<file path="config.mk">
export PLATFORM = sky130hd
export DESIGN_NAME = rgc_bus_owner_ctl
export DESIGN_NICKNAME = d
export VERILOG_FILES = /design/src/rtl/rgc_pkg.sv /design/src/rtl/rgc_pend.sv /design/src/rtl/rgc_pick.sv /design/src/rtl/rgc_seq.sv /design/src/rtl/rgc_bus_owner_ctl.sv
export SDC_FILE = /design/constraint.sdc
export NUM_CORES = 1
export LEC_CHECK = 0
export ABC_CLOCK_PERIOD_IN_PS = 1500
export CAP_MARGIN = 20
export CORE_AREA = 10 10 47 49
export DETAILED_ROUTE_END_ITERATION = 6
export DIE_AREA = 0 0 57 59
export DONT_BUFFER_PORTS = 1
export PLACE_DENSITY_LB_ADDON = 0.2
export SLEW_MARGIN = 20
export SYNTH_ARGS = -nofsm -noshare
export SYNTH_HDL_FRONTEND = slang
export SYNTH_SLANG_ARGS = --single-unit
</file>
<file path="constraint.sdc">
create_clock -name clk -period 1.5 [get_ports clk]
set_input_delay 0.225 -clock clk [delete_from_list [all_inputs] [get_ports clk]]
set_output_delay 0.225 -clock clk [all_outputs]
set_load 0.05 [all_outputs]
</file>
<file path="src/rtl/rgc_pkg.sv">
package rgc_pkg;
   typedef enum logic [2:0] {
      ST_IDLE  = 3'd0,
      ST_FLOAT = 3'd1,
      ST_GRANT = 3'd2,
      ST_OWNED = 3'd3,
      ST_HOLD  = 3'd4
   } rgc_state_e;

   localparam int OWN_PROC = 0;
   localparam int OWN_HOLD = 1;
   localparam int OWN_CH0  = 2;
endpackage

</file>
<file path="src/rtl/rgc_pend.sv">
module rgc_pend #(
   parameter int NUM_CH = 2
) (
   input  logic              clk,
   input  logic              rst_n,
   input  logic              en,
   input  logic [NUM_CH-1:0] rg_in,
   input  logic [NUM_CH-1:0] mask,
   input  logic [NUM_CH-1:0] clr,
   output logic [NUM_CH-1:0] pend
);
   for (genvar i = 0; i < NUM_CH; i++) begin : g_ch
      logic pend_q;
      logic set_c;

      always_comb set_c = en & rg_in[i] & ~mask[i];

      always_ff @(posedge clk or negedge rst_n) begin
         if (!rst_n)
            pend_q <= 1'b0;
         else if (clr[i])
            pend_q <= 1'b0;
         else if (set_c)
            pend_q <= 1'b1;
      end

      assign pend[i] = pend_q;
   end
endmodule

</file>
<file path="src/rtl/rgc_pick.sv">
module rgc_pick #(
   parameter int NUM_CH = 2,
   parameter int IDX_W  = 1
) (
   input  logic [NUM_CH-1:0] req,
   output logic              any,
   output logic [IDX_W-1:0]  idx
);
   always_comb begin
      any = 1'b0;
      idx = '0;
      for (int i = NUM_CH - 1; i >= 0; i--) begin
         if (req[i]) begin
            any = 1'b1;
            idx = IDX_W'(i);
         end
      end
   end
endmodule

</file>
<file path="src/rtl/rgc_seq.sv">
module rgc_seq
   import rgc_pkg::*;
#(
   parameter int NUM_CH = 2,
   parameter int IDX_W  = 1,
   parameter int OWN_W  = 2
) (
   input  logic              clk,
   input  logic              rst_n,
   input  logic              pulse_mode,
   input  logic              allow,
   input  logic              hold_req,
   input  logic [NUM_CH-1:0] rg_in,
   input  logic              pick_any,
   input  logic [IDX_W-1:0]  pick_idx,
   output logic [NUM_CH-1:0] clr,
   output logic [NUM_CH-1:0] mask,
   output logic [NUM_CH-1:0] drv,
   output logic              float_o,
   output logic              ack_o,
   output logic [OWN_W-1:0]  owner
);
   rgc_state_e       st_q, st_d;
   logic [IDX_W-1:0] ch_q, ch_d;
   logic [NUM_CH-1:0] ch_oh;
   logic             ret_c;

   always_comb begin
      ch_oh = '0;
      ch_oh[ch_q] = 1'b1;
   end

   always_comb ret_c = |(rg_in & ch_oh);

   always_comb begin
      st_d = st_q;
      ch_d = ch_q;
      clr  = '0;
      unique case (st_q)
         ST_IDLE: begin
            if (!pulse_mode) begin
               if (hold_req) st_d = ST_HOLD;
            end else if (pick_any && allow) begin
               st_d = ST_FLOAT;
               ch_d = pick_idx;
               clr[pick_idx] = 1'b1;
            end
         end
         ST_FLOAT: st_d = ST_GRANT;
         ST_GRANT: st_d = ST_OWNED;
         ST_OWNED: if (ret_c) st_d = ST_IDLE;
         ST_HOLD:  if (!hold_req) st_d = ST_IDLE;
         default:  st_d = ST_IDLE;
      endcase
   end

   always_ff @(posedge clk or negedge rst_n) begin
      if (!rst_n) begin
         st_q <= ST_IDLE;
         ch_q <= '0;
      end else begin
         st_q <= st_d;
         ch_q <= ch_d;
      end
   end

   always_comb begin
      drv     = (st_q == ST_GRANT) ? ch_oh : '0;
      mask    = (st_q == ST_GRANT || st_q == ST_OWNED) ? ch_oh : '0;
      float_o = (st_q != ST_IDLE);
      ack_o   = (st_q == ST_HOLD);
      if (st_q == ST_HOLD)
         owner = OWN_W'(OWN_HOLD);
      else if (st_q == ST_GRANT || st_q == ST_OWNED)
         owner = OWN_W'(OWN_CH0) + OWN_W'(ch_q);
      else
         owner = OWN_W'(OWN_PROC);
   end
endmodule

</file>
<file path="src/rtl/rgc_bus_owner_ctl.sv">
module rgc_bus_owner_ctl #(
   parameter int NUM_CH = 2,
   localparam int IDX_W = (NUM_CH > 1) ? $clog2(NUM_CH) : 1,
   localparam int OWN_W = $clog2(NUM_CH + 2)
) (
   input  logic              clk,
   input  logic              rst_n,
   input  logic              pulse_mode,
   input  logic              serve_always,
   input  logic              cpu_run,
   input  logic              hold_req,
   output logic              hold_ack,
   input  logic [NUM_CH-1:0] rg_in,
   output logic [NUM_CH-1:0] rg_drv,
   output logic              bus_float,
   output logic              req_pending,
   output logic [OWN_W-1:0]  bus_owner
);
   if (NUM_CH < 1 || NUM_CH > 8) begin : g_bad_num_ch
      $error("rgc_bus_owner_ctl: NUM_CH must lie in 1..8");
   end

   logic [NUM_CH-1:0] pend, clr, mask;
   logic              pick_any;
   logic [IDX_W-1:0]  pick_idx;
   logic              allow;

   always_comb allow = serve_always | cpu_run;

   rgc_pend #(.NUM_CH(NUM_CH)) u_pend (
      .clk   (clk),
      .rst_n (rst_n),
      .en    (pulse_mode),
      .rg_in (rg_in),
      .mask  (mask),
      .clr   (clr),
      .pend  (pend)
   );

   rgc_pick #(.NUM_CH(NUM_CH), .IDX_W(IDX_W)) u_pick (
      .req (pend),
      .any (pick_any),
      .idx (pick_idx)
   );

   rgc_seq #(.NUM_CH(NUM_CH), .IDX_W(IDX_W), .OWN_W(OWN_W)) u_seq (
      .clk        (clk),
      .rst_n      (rst_n),
      .pulse_mode (pulse_mode),
      .allow      (allow),
      .hold_req   (hold_req),
      .rg_in      (rg_in),
      .pick_any   (pick_any),
      .pick_idx   (pick_idx),
      .clr        (clr),
      .mask       (mask),
      .drv        (rg_drv),
      .float_o    (bus_float),
      .ack_o      (hold_ack),
      .owner      (bus_owner)
   );

   always_comb req_pending = |pend;
endmodule

</file>
==> metrics.csv <==
stage,metric,value,unit
place,pre-CTS WS,0.132,ns
worst_setup_path,Critical Path AT,1.27,ns
clocking,Clock Sinks,6,
detailed_routing,drt pass-1 iters,2,
pwr,Leak Pwr,0.226,nW
timing,Final Setup Violations,0,
timing,Max Clk Rate,668,MHz
pwr,PwrDens,2420,nW/um2
yosys,cell taking the most area after synthesis,dfrtp_1,
clocking,CTS tree,done,
floorplan,IO Count,15,
yosys,Post-Syn Instances,35,
detailed_routing,Detailed Route Iter0 Violations,6,
place,IO Port Bufs,0,
pwr,Sequential Power Share,0.272,
yosys,Synthesized Nets,43,
detailed_routing,Via density,4.87,
place,routability congestion estimate,0.786,
clocking,cts bufs inserted,3,
layout,register area,153,um2
layout,layout cells sized above 1,0.489,
global_routing,vias in the first global route,332,
yosys,Synth area leaders,"dfrtp_1 (42%), nor4b_4 (6.6%), a31oi_1 (5.2%), nor2_1 (4.2%), nand2b_4 (3.8%)",
floorplan,initial core utilization,0.255,
yosys,yosys warns,0,
timing,Final Hold Fails,0,
global_routing,initial antenna violation count,0,
run_status,outcome,"complete, no violations",
timing,actual slew at the worst max-slew pin,0.360,ns
timing,post-layout min period,1.50,ns
layout,fin util,0.371,
clocking,clk root buf,clkbuf_4,
floorplan,Die X,57,um
worst_setup_path,Crit path largest cell delay,0.41,ns
timing,Setup TNS Final,0,ns
worst_setup_path,"Max FO, Critical Path",5,
min_path,worst hold path class,input port to flip-flop,
floorplan,Die Ht,59,um
worst_setup_path,CP Class,flip-flop to output port,
layout,# fillers,152,
timing,RSZ-0062 raised after global routing,yes,
pwr,Max rail drop VDD,0.000767,V
global_routing,largest net degree at the start of global routing,7,
detailed_routing,WL per Instance,15.0,um
job,Maximum Capacitance Violations,0,
global_routing,first-pass GRT wire length,1570,um
timing,Min Hold Slack,0.144,ns
worst_setup_path,Critical Path RT,1.27,ns
worst_setup_path,CP max stage cell,dfrtp_1,
detailed_routing,# DRC,0,
clocking,Clock Latency Late Sink,0.24,ns
layout,Layout area overhead,45.5,%
pwr,combinational cell fraction of total power,0.616,
detailed_routing,Antenna Nets Post-Route,0,
layout,layout net count,57,
yosys,"Cell Area, Synth",358,um2
pwr,internal power,0.675,mW
layout,# diodes,0,
yosys,post-synthesis register bit count,6,
timing,period utilization,0.998,
pwr,Clk pwr share,0.112,
clocking,Clock Tree Buf Depth,2,
worst_setup_path,worst-path cell chain,and2b_2 -> nor3b_4 -> buf_12,
yosys,Unique masters post-synth,22,
global_routing,grt total ovfl,0,
timing,"Worst Setup Slack, final",0.00318,ns
worst_setup_path,WP buf/inv,1,
place,DP Wirelength,786,um
timing,"Slew Viols, Final",0,
timing,max_slew headroom,0.759,
pwr,Switch Pwr,0.585,mW
floorplan,CORE AREA,1400,um2
clocking,CTS H-tree depth,1,
yosys,"Avg Cell Area, Syn",10.2,um2
pwr,Pwr Total,1.26,mW
detailed_routing,routed vias,307,
worst_setup_path,family with the most delay on the worst path,simple AND/OR/NAND/NOR gates,
floorplan,die area,3360,um2
yosys,"Seq/Total Area, Yosys",0.420,
global_routing,Total GRT Usage,0.0585,
timing,worst-case clock skew,0.00139,ns
detailed_routing,Total Wirelength,942,um
worst_setup_path,Crit. End Element,output port,
layout,multi-input combinational cell area,223,um2
pwr,Sw Share,0.464,
floorplan,row cnt,14,
clocking,"Clk pin slew, worst setup/hold paths",0.04,ns
worst_setup_path,CP startpoint kind,flip-flop,
yosys,top-area cell type share of the netlist area,0.420,
==> placed cells by master, fill, tap and decap left out, drive strengths merged, types with 2 or more instances in the layout <==
cell and instances:
a31oi 3, buf 8, clkbuf 3, dfrtp 6
inv 2, nand2 2, nand2b 2, nor2 5
nor3 2
==> cells by family (layout without fill, tap and decap cells) <==
| logic type | Yosys count | in the layout | share of synthesized area |
|---|---|---|---|
| and+or+nand+nor | 20 | 20 | 0.409 |
| DFF | 6 | 6 | 0.420 |
| AOI/OAI and AO/OA | 5 | 5 | 0.0909 |
| muxes | 2 | 2 | 0.0594 |
| buffers and inverters | 2 | 14 | 0.0210 |
==> worst reg2reg max path: cells and delay by family, from the launching register on <==
kind          cells  cell delay, ns
mux               1            0.35
simple gates      2            0.40
flops             1            0.41
buf+inv           1            0.16
==> path summary, 6_finish.rpt <==
kind                          startpoint            end  slack [ns]  cells past startpoint
setup / recovery           u_seq.st_q[2]      rg_drv[0]       0.003                      3
hold / removal                  hold_req  u_seq.st_q[2]        0.14                      1
setup reg to reg           u_seq.st_q[2]     u_seq.ch_q        0.05                      4
hold reg to reg            u_seq.st_q[2]  u_seq.st_q[1]        0.52                      1
max in group asynchronous          rst_n  u_seq.st_q[0]        0.98                      1
min in group asynchronous          rst_n  u_seq.st_q[2]        0.29                      1
==> through the flow <==
| stage | cells | cell area, um2 |
|---|---|---|
| finish | 63 | 520 |
| global route | 63 | 520 |
| CTS | 61 | 505 |
| detailed placement | 55 | 450 |
| global placement | 55 | 450 |
| floorplan | 35 | 375 |
==> power groups by stage <==
stage	registers, mW	logic, mW	clock network [mW]
2_1_floorplan	0.316	0.505	0
3_3_place_gp	0.335	0.702	0
3_5_place_dp	0.340	0.709	0
4_1_cts	0.345	0.753	0.149
5_1_grt	0.359	0.822	0.158
6_report	0.343	0.777	0.141
==> final cells by class <==
type,count,area share
clock buffer,3,0.0433
inverter,2,0.0144
multi-input combinational,27,0.428
sequential,6,0.293
tap,16,0.0385
timing repair buffer,9,0.183
==> cell usage after synthesis (all sizes together) <==
library cell / number
nor2: 5
a21oi: 1
mux2: 1
and2: 1
or3b: 1
nand2b: 2
dfrtp: 6
inv: 2
nor3b: 1
nor3: 2
mux2i: 1
or3: 1
nand2: 2
and2b: 1
a2bb2oi: 1
nor4b: 1
and3b: 1
nand3b: 1
a31oi: 3
and3: 1
==> registers in the layout, summed over array words and instances, names as in the netlist <==
name / cells
u_seq.ch_q: 1
u_seq.st_q: 3
u_pend.g_ch.pend_q: 2
==> metal layers <==
layer	wire length (um)	vias to the layer above	global-route usage	share of wire
li1	-	150	-	-
met1	397	146	0.0587	0.42
met2	467	11	0.0930	0.50
met3	77	0	0.0300	0.082
met4	0	0	0.0403	0
met5	0	-	0	0
==> repair_timing <==
action                                  in CTS  in global routing
endpoints found under the hold margin        6                  0
hold buffers                                 1                  0
endpoints found under the setup margin       4                  6
buffers inserted                             2                  2
resized for setup                            3                  1
pin swaps                                    1                  1
Power figures use the tool's default switching activity.
